[src/rtl/a429_rx_pkg.sv]
package a429_rx_pkg;
  localparam int N_SYM = 3;

  typedef enum logic [1:0] {
    SYM_NULL = 2'd0,
    SYM_ONE  = 2'd1,
    SYM_ZERO = 2'd2,
    SYM_BAD  = 2'd3
  } sym_e;

  // Map the two comparator levels to a line state; both high is illegal.
  function automatic sym_e classify(input logic hi, input logic lo);
    case ({hi, lo})
      2'b10:   return SYM_ONE;
      2'b01:   return SYM_ZERO;
      2'b00:   return SYM_NULL;
      default: return SYM_BAD;
    endcase
  endfunction
endpackage

[src/rtl/a429_rx_sampler.sv]
module a429_rx_sampler
  import a429_rx_pkg::*;
#(
  parameter int DIV_HI  = 2,
  parameter int DIV_LO  = 4,
  parameter int RUN_MIN = 3
) (
  input  logic clk,
  input  logic rst_n,
  input  logic rate_sel,
  input  logic line_hi,
  input  logic line_lo,
  output logic samp_stb,
  output logic null_stb,
  output logic bit_valid,
  output logic bit_val
);
  localparam int DIV_MAX = (DIV_HI > DIV_LO) ? DIV_HI : DIV_LO;
  localparam int CW      = (DIV_MAX > 1) ? $clog2(DIV_MAX + 1) : 1;
  localparam int SRW     = RUN_MIN + 1;

  logic [CW-1:0]  div_cnt;
  logic [CW-1:0]  div_load;
  logic           tick;
  logic           tick_q;
  logic [1:0]     code;
  logic [SRW-1:0] hist [N_SYM];
  logic [SRW-1:0] h_null, h_one, h_zero;
  logic           run_one, run_zero;

  assign div_load = rate_sel ? CW'(DIV_LO - 1) : CW'(DIV_HI - 1);
  assign tick     = (div_cnt == '0);
  assign code     = classify(line_hi, line_lo);

  always_ff @(posedge clk) begin
    if (!rst_n) begin
      div_cnt <= '0;
      tick_q  <= 1'b0;
    end else begin
      div_cnt <= tick ? div_load : div_cnt - 1'b1;
      tick_q  <= tick;
    end
  end

  // One history register per line state; the matching one takes the high.
  always_ff @(posedge clk) begin
    for (int s = 0; s < N_SYM; s++) begin
      if (!rst_n)    hist[s] <= '0;
      else if (tick) hist[s] <= {hist[s][SRW-2:0], code == 2'(s)};
    end
  end

  assign h_null   = hist[SYM_NULL];
  assign h_one    = hist[SYM_ONE];
  assign h_zero   = hist[SYM_ZERO];
  assign run_one  = &h_one[SRW-1:1];
  assign run_zero = &h_zero[SRW-1:1];

  assign samp_stb  = tick_q;
  assign null_stb  = tick_q && h_null[0];
  assign bit_valid = tick_q && h_null[0] && (run_one || run_zero);
  assign bit_val   = run_one;

  assert_hist_exclusive_R1: assert property (@(posedge clk) disable iff (!rst_n)
    ((h_null & h_one) == '0) && ((h_null & h_zero) == '0) && ((h_one & h_zero) == '0));

  assert_no_bit_on_level_R2: assert property (@(posedge clk) disable iff (!rst_n)
    (tick_q && (h_one[0] || h_zero[0])) |-> !bit_valid);

  assert_div_range_R3: assert property (@(posedge clk) disable iff (!rst_n)
    div_cnt <= CW'(DIV_MAX - 1));
endmodule

[src/rtl/a429_rx_assembler.sv]
module a429_rx_assembler #(
  parameter int WORD_W   = 32,
  parameter int SPB      = 10,
  parameter int GAP_BITS = 2
) (
  input  logic              clk,
  input  logic              rst_n,
  input  logic              samp_stb,
  input  logic              null_stb,
  input  logic              bit_valid,
  input  logic              bit_val,
  input  logic              parity_even,
  output logic              word_done,
  output logic [WORD_W-1:0] word_q,
  output logic              par_err_q
);
  localparam int GAP_LIM = SPB * GAP_BITS;
  localparam int GW      = $clog2(GAP_LIM + 2);
  localparam int BW      = $clog2(WORD_W);

  logic [GW-1:0]     gap_cnt;
  logic [BW-1:0]     bit_cnt;
  logic [WORD_W-2:0] shreg;
  logic [WORD_W-1:0] full;
  logic              last_bit;
  logic              timeout;

  assign full     = {bit_val, shreg};
  assign last_bit = (bit_cnt == BW'(WORD_W - 1));
  assign timeout  = null_stb && (gap_cnt == GW'(GAP_LIM));

  always_ff @(posedge clk) begin
    if (!rst_n) begin
      gap_cnt <= '0;
    end else if (samp_stb) begin
      if (!null_stb)                     gap_cnt <= '0;
      else if (gap_cnt <= GW'(GAP_LIM))  gap_cnt <= gap_cnt + 1'b1;
    end
  end

  always_ff @(posedge clk) begin
    if (!rst_n) begin
      bit_cnt   <= '0;
      shreg     <= '0;
      word_done <= 1'b0;
      word_q    <= '0;
      par_err_q <= 1'b0;
    end else begin
      word_done <= 1'b0;
      if (bit_valid) begin
        shreg   <= {bit_val, shreg[WORD_W-2:1]};
        bit_cnt <= last_bit ? '0 : bit_cnt + 1'b1;
        if (last_bit) begin
          word_done <= 1'b1;
          word_q    <= full;
          par_err_q <= ((^full) == parity_even);
        end
      end else if (timeout) begin
        bit_cnt <= '0;
      end
    end
  end

  assert_gap_discard_R5: assert property (@(posedge clk) disable iff (!rst_n)
    timeout |=> (bit_cnt == '0));

  assert_word_from_bit_R4: assert property (@(posedge clk) disable iff (!rst_n)
    word_done |-> $past(bit_valid));
endmodule

[src/rtl/a429_rx_readport.sv]
module a429_rx_readport #(
  parameter int WORD_W = 32
) (
  input  logic                clk,
  input  logic                rst_n,
  input  logic                word_done,
  input  logic [WORD_W-1:0]   word_in,
  input  logic                par_err_in,
  input  logic                sel,
  input  logic                repeater,
  input  logic                rd_ready,
  output logic                rd_valid,
  output logic [WORD_W/2-1:0] rd_data,
  output logic                parity_err,
  output logic                overrun
);
  localparam int HALF = WORD_W / 2;

  logic [WORD_W-1:0] held;
  logic got_lo, got_hi, pick_hi, fire, lo_now, hi_now;

  assign pick_hi = repeater ? got_lo : sel;
  assign rd_data = pick_hi ? held[WORD_W-1:HALF] : held[HALF-1:0];
  assign fire    = rd_valid && rd_ready;
  assign lo_now  = got_lo || (fire && !pick_hi);
  assign hi_now  = got_hi || (fire && pick_hi);

  always_ff @(posedge clk) begin
    if (!rst_n) begin
      held       <= '0;
      rd_valid   <= 1'b0;
      parity_err <= 1'b0;
      overrun    <= 1'b0;
      got_lo     <= 1'b0;
      got_hi     <= 1'b0;
    end else if (word_done) begin
      held       <= word_in;
      parity_err <= par_err_in;
      overrun    <= rd_valid;
      rd_valid   <= 1'b1;
      got_lo     <= 1'b0;
      got_hi     <= 1'b0;
    end else if (fire) begin
      if (lo_now && hi_now) begin
        rd_valid   <= 1'b0;
        parity_err <= 1'b0;
        overrun    <= 1'b0;
        got_lo     <= 1'b0;
        got_hi     <= 1'b0;
      end else begin
        got_lo <= lo_now;
        got_hi <= hi_now;
      end
    end
  end

  assert_valid_after_word_R4: assert property (@(posedge clk) disable iff (!rst_n)
    word_done |=> rd_valid);

  assert_overrun_set_R10: assert property (@(posedge clk) disable iff (!rst_n)
    (word_done && rd_valid) |=> overrun);

  assert_release_R9: assert property (@(posedge clk) disable iff (!rst_n)
    (fire && lo_now && hi_now && !word_done) |=> !rd_valid);

  assert_lower_first_R8: assert property (@(posedge clk) disable iff (!rst_n)
    (rd_valid && repeater && $stable(repeater) && got_hi) |-> got_lo);
endmodule

[src/rtl/a429_rx_decoder.sv]
module a429_rx_decoder #(
  parameter int DIV_HI   = 2,
  parameter int DIV_LO   = 4,
  parameter int RUN_MIN  = 3,
  parameter int SPB      = 10,
  parameter int GAP_BITS = 2,
  parameter int WORD_W   = 32
) (
  input  logic                clk,
  input  logic                rst_n,
  input  logic                rate_sel,
  input  logic                parity_even,
  input  logic                repeater,
  input  logic                line_hi,
  input  logic                line_lo,
  input  logic                sel,
  input  logic                rd_ready,
  output logic                rd_valid,
  output logic [WORD_W/2-1:0] rd_data,
  output logic                parity_err,
  output logic                overrun
);
  logic samp_stb, null_stb, bit_valid, bit_val, word_done, par_err;
  logic [WORD_W-1:0] word;

  a429_rx_sampler #(.DIV_HI(DIV_HI), .DIV_LO(DIV_LO), .RUN_MIN(RUN_MIN)) u_sampler (
    .clk(clk), .rst_n(rst_n), .rate_sel(rate_sel), .line_hi(line_hi), .line_lo(line_lo),
    .samp_stb(samp_stb), .null_stb(null_stb), .bit_valid(bit_valid), .bit_val(bit_val)
  );

  a429_rx_assembler #(.WORD_W(WORD_W), .SPB(SPB), .GAP_BITS(GAP_BITS)) u_assembler (
    .clk(clk), .rst_n(rst_n), .samp_stb(samp_stb), .null_stb(null_stb),
    .bit_valid(bit_valid), .bit_val(bit_val), .parity_even(parity_even),
    .word_done(word_done), .word_q(word), .par_err_q(par_err)
  );

  a429_rx_readport #(.WORD_W(WORD_W)) u_readport (
    .clk(clk), .rst_n(rst_n), .word_done(word_done), .word_in(word), .par_err_in(par_err),
    .sel(sel), .repeater(repeater), .rd_ready(rd_ready), .rd_valid(rd_valid),
    .rd_data(rd_data), .parity_err(parity_err), .overrun(overrun)
  );
endmodule

[config.mk]
export PLATFORM = sky130hd
export DESIGN_NAME = a429_rx_decoder
export DESIGN_NICKNAME = d
export VERILOG_FILES = /design/src/rtl/a429_rx_pkg.sv /design/src/rtl/a429_rx_sampler.sv /design/src/rtl/a429_rx_assembler.sv /design/src/rtl/a429_rx_readport.sv /design/src/rtl/a429_rx_decoder.sv
export SDC_FILE = /design/constraint.sdc
export NUM_CORES = 1
export LEC_CHECK = 0
export BUFFER_PORTS_ARGS = -buffer_cell sky130_fd_sc_hd__buf_2
export CAP_MARGIN = 20
export CORE_ASPECT_RATIO = 1.4
export CORE_MARGIN = 1
export CORE_UTILIZATION = 40
export CTS_CLUSTER_SIZE = 30
export DETAILED_ROUTE_END_ITERATION = 8
export MAX_ROUTING_LAYER = met4
export PLACE_DENSITY_LB_ADDON = 0.3
export SYNTH_ARGS = -nofsm -noshare
export SYNTH_HDL_FRONTEND = slang
export SYNTH_SLANG_ARGS = --single-unit
[constraint.sdc]
create_clock -name clk -period 4.8 [get_ports clk]
set_clock_uncertainty 0.05 [all_clocks]
set_input_delay 0.96 -clock clk [delete_from_list [all_inputs] [get_ports clk]]
set_output_delay 0.96 -clock clk [all_outputs]
set_load 0.1 [all_outputs]
Yosys cells after proc, flatten, opt, wreduce, memory -nomap -nowiden
Memories as Yosys holds them, arrays and structs flattened.
Cells that the tools add are included.
- add/subtract/negate cells: 3
- order comparisons: 1
- eq/ne operators: 8
- muxes and demuxes: 25
- bitwise gates (word level): 4
- reduce and logical (&&, ||, !) cells: 25
- operator list (operator ; count):
    32-bit parity ; 1
    5-bit two-way mux ; 5
    16-bit two-way mux ; 1
    1-bit two-way mux ; 13
    4-bit two-way mux ; 3
    5-bit by 1-bit adder with 5-bit output, second input constant ; 2
    5-bit equality test, second input constant ; 2
    2-bit AND reduction ; 4
    1-bit logical AND ; 7
    2-bit one-hot mux with 3 select lines ; 1
    3-bit AND reduction ; 2
    2-bit nonzero test ; 3
    5-bit less-or-equal comparator, second input constant ; 1
    2-bit by 1-bit equality test with 1-bit output, second input constant ; 2
    2-bit equality test, second input constant ; 2
    2-bit logical NOT ; 2
    3-bit logical NOT ; 1
    1-bit logical OR ; 3
    3-bit two-way mux ; 1
    1-bit OR ; 3
    3-bit by 1-bit subtractor with 3-bit output, second input constant ; 1
    2-bit two-way mux ; 1
    2-bit inequality test, second input constant ; 1
    2-bit OR reduction ; 1
    other kinds (3) ; 3
- flip-flop bits (word level): 116
- memory bits (writable): 12
- input port bits: 9
- output and inout port bits: 19
- memories kept: 1
- memory list (memory ; depth ; bits a word ; read ports ; clocked after memory_dff ; wr ports ; line ; source):
    u_sampler.hist ; 3 ; 4 ; 3 ; 0 ; 3 ; a429_rx_sampler.sv:27 ; logic [SRW-1:0] hist [N_SYM];

Logic depth before layout (Yosys ltp)
- depth in word-level cells: 8
- mapped depth: 8

Hierarchy
From an unflattened synthesis, not the netlist that was laid out.
- cells, all modules: 518
- area total of the unflattened synthesis: 5371.4 um2
- by module, submodules not included (module ; instances ; cells each ; area an instance (um2)):
    a429_rx_assembler ; 1 ; 330 ; 3161.8
    a429_rx_readport ; 1 ; 148 ; 1667.8
    a429_rx_sampler ; 1 ; 40 ; 541.8

Worst setup path after synthesis
No wires, ideal clock.
- kind: input to output
- start point: input repeater
- end point: output rd_data[10]
- arrival time: 2282 ps
- required time: 3790 ps
- path slack: 1508 ps
- stages: 3
- cells stage by stage: mux2i_2 > buf_2 > mux2_2
- word-level cells in the longest chain between the ends: 2
- RTL lines (what ; line ; source):
    start: declaration ; a429_rx_decoder.sv:13 ; input logic repeater,
    1-bit two-way mux ; a429_rx_readport.sv:22 ; assign pick_hi = repeater ? got_lo : sel;
    16-bit two-way mux ; a429_rx_readport.sv:23 ; assign rd_data = pick_hi ? held[WORD_W-1:HALF] : held[HALF-1:0];
    end: declaration ; a429_rx_decoder.sv:19 ; output logic [WORD_W/2-1:0] rd_data,
Every way passes these cells.

Worst setup path after layout
- start point: input repeater
- end point: output rd_data[14]
Same word-level chain as after synthesis.

==> flow_summary.json <==
{
  "r2r-start": "u_sampler.hist[1][1]",
  "worst-slew-pin-transition_ns": 1.06,
  "ir_worst_vdd_v": 0.000245,
  "cp-start-kind": "primary input",
  "grt_overflow": 0,
  "dp.cells": 709,
  "drive_gt1_share_pct": 14.7,
  "ys.flop_type": "dfxtp_1",
  "cts_max_level": 4,
  "crit_chain": "buf_2 > mux2i_2 > buf_4 > mux2_2 > buf_2",
  "synth_edf_count": 9,
  "area_growth_pct": 16.8,
  "coreArea_mm2": 0.0123,
  "antenna_found_initial": 0,
  "grt_pass1_vias": 3582,
  "status": "finished clean",
  "post_cts_buffers": 0,
  "fin_crit_ns": 3.21,
  "synth_seq_cells": 125,
  "hold_path_depth": 1,
  "crit_top_cell": "buf_2",
  "cp_slowest_cell": "mux2_2",
  "cts.clk_slew.worst_paths_ns": 0.05,
  "viasPerCell": 5.05,
  "final_area_mm2": 0.00585,
  "syn_area_mm2": 0.00501,
  "synth_cell_type_count": 35,
  "die_h_um": 134,
  "arrival_ns": 2.20,
  "globalplace.congestion": 0.735,
  "io_buffers": 27,
  "start_util_pct": 40.9,
  "synth_top_cell_area_share_pct": 46.4,
  "r2r_setup_slack_ns": 2.62,
  "cts_tree": "built",
  "rsz0062_at_grt": "false",
  "synthArstFlopShare_pct": 0,
  "critPathLaunch": "repeater",
  "met2WireLength_um": 5180,
  "wl_met3_um": 301,
  "ys_seq_area_share_pct": 51.8,
  "final_cells": 743,
  "insertion_delay_ns": 0.42,
  "cts-resized-gates": 0,
  "maxSlewHeadroom_pct": 29.5,
  "synth_warnings": 0,
  "setup_viol": 0,
  "r2r_cells": 6,
  "wl_per_cell_um": 13.4,
  "max_freq_mhz": 312,
  "p_per_area_mw_per_mm2": 419,
  "place_ws_ns": 1.59,
  "finalMaxSlewViolations": 0,
  "drv_cap": 0,
  "cts_buffer_depth": 2,
  "wirelength_um": 9950,
  "root_buffer": "clkbuf_16",
  "vias": 3752,
  "crit_type": "primary input to output pin",
  "yosysTopAreaCell": "dfxtp_1",
  "p_leak_nw": 2.12,
  "core.rowCount": 48,
  "die_area_mm2": 0.0130,
  "setup.worst_path.end_class": "output pin",
  "dp_hpwl_um": 6640,
  "cts_hold_buffers": 0,
  "hold_path.class": "flip-flop to flip-flop",
  "met1Wirelength_um": 4310,
  "setup_ws_ns": 1.59,
  "grt_max_degree": 61,
  "dieWidth_um": 96.6,
  "final_nets": 595,
  "first_pass_iters": 4,
  "numCtsBuffers": 17,
  "dr.first_iter.drc_count": 174,
  "synthTopCellsByCount": "nand2_1 (131), dfxtp_1 (116), a21oi_1 (70), nor2_1 (58), mux2i_1 (33)",
  "syn_area_per_cell_um2": 9.01,
  "drc": 0,
  "boundaryPins": 28,
  "synthTopCellsByArea": "dfxtp_1 (46%), nand2_1 (9.8%), a21oi_1 (7.0%), mux2i_1 (6.6%), edfxtp_1 (5.4%)",
  "numClockSinks": 125,
  "fin_crit_sh_pct": 66.8,
  "synthesis.nets": 571,
  "grt_pass1_wl_um": 16700,
  "netlist_instances": 556,
  "postPlaceCellArea_mm2": 0.00525,
  "r2r-end": "u_assembler.par_err_q",
  "top_layer": "met4",
  "setup_tns_ns": 0,
  "grt.total_usage_pct": 17.3,
  "finalHoldViolCount": 0,
  "num_antenna_cells": 0,
  "cp.required_ns": 3.79,
  "crit_end": "rd_data[14]",
  "yosysMostFrequentCell": "nand2_1",
  "max_stage_delay_ns": 0.37,
  "path_max_fanout": 19,
  "ant_nets": 0
}
## critical path, delay by kind of cell
kind	cells	cell delay (ns)
buffers and inverters	3	0.67
multiplexers	2	0.55
## flip-flops by register name (all words and copies together) (netlist names)
signal                 cells
u_sampler.samp_stb         1
u_readport.parity_err      1
u_assembler.par_err_q      1
u_sampler.div_cnt          3
u_readport.got_hi          1
u_readport.held           32
u_sampler.hist             9
u_assembler.word_q        32
u_assembler.word_done      1
u_readport.got_lo          1
u_readport.overrun         1
u_readport.rd_valid        1
u_assembler.bit_cnt        5
u_assembler.shreg         31
u_assembler.gap_cnt        5
## layout by cell type, fill, tap and decap left out, types with 2 or more instances in the layout
cell,synthesis,routed
nand3_1,4,4
ha_1,6,6
o21ai_0,8,8
nor2b_1,2,2
dfxtp_1,116,115
a21oi_1,70,70
clkbuf_16,0,18
clkinv_4,0,5
xnor2_1,27,27
edfxtp_1,9,9
nand2b_1,2,2
xnor2_2,2,2
nor3b_1,2,2
nor3_1,2,2
inv_1,8,8
clkinv_2,0,5
a22oi_1,6,6
buf_2,7,27
nor2_1,58,58
xor2_1,4,4
nand2_1,131,131
buf_8,0,2
buf_4,0,5
or3_1,2,2
and3_1,2,2
mux2_2,16,16
and2_1,7,7
mux2i_1,33,33
## layer usage
metal  GRT usage [%]  up-vias
met1            18.3     1796
li1                -     1891
met2            29.7       53
met3            5.10       12
met5               -        -
met4            6.45        0
## area by class of cell
cell class	instances	area, um^2
well taps	150	188
fillers	1180	6400
flip-flops and latches	125	2590
inverters	9	33.8
repair buffers	34	203
clock inverters	13	115
multi-input cells	393	2260
clock buffers	19	454
## power by group
| part | total (mW) | internal (mW) | switching [mW] |
|---|---|---|---|
| clock network | 1.20 | 0.741 | 0.459 |
| logic | 0.123 | 0.0434 | 0.0800 |
| registers | 1.13 | 1.11 | 0.0236 |
| total | 2.45 | 1.89 | 0.563 |
## metrics by stage
| step | utilization [%] | hold WS [ns] | power (mW) |
|---|---|---|---|
| 3_5_place_dp | 42.9 | 0.401 | 1.28 |
| 3_3_place_gp | 42.9 | 0.395 | 1.26 |
| 2_1_floorplan | - | 0.377 | 1.23 |
| 6_report | 47.8 | 0.403 | 2.45 |
| 5_1_grt | 47.8 | 0.427 | 2.54 |
| 4_1_cts | 47.5 | 0.408 | 2.48 |
## how the worst min path moves through the flow
stage | startpoint | end | slack (ns)
3_5_place_dp | u_assembler.word_q[3] | u_assembler.word_q[3] | 0.40
5_1_grt | u_sampler.div_cnt[0] | u_sampler.div_cnt[0] | 0.43
2_1_floorplan | u_sampler.div_cnt[0] | u_sampler.div_cnt[0] | 0.38
4_1_cts | u_assembler.word_q[9] | u_assembler.word_q[9] | 0.41
3_3_place_gp | u_assembler.word_q[15] | u_assembler.word_q[15] | 0.39
6_report | u_sampler.div_cnt[0] | u_sampler.div_cnt[0] | 0.40
## kinds of logic (layout without fill, tap and decap cells)
family                     after synthesis  in the layout  share of synthesized area [%]
DFF                                    125            125                           51.8
adders and majority gates                6              6                           1.50
AOI/OAI and AO/OA                       88             88                           9.37
xor gates and xnor gates                34             34                           6.52
and+or+nand+nor                        215            215                           17.4
muxes                                   50             50                           10.5
buffers and inverters                   38             75                           3.02
No activity file was read; power rests on OpenSTA's default activity.
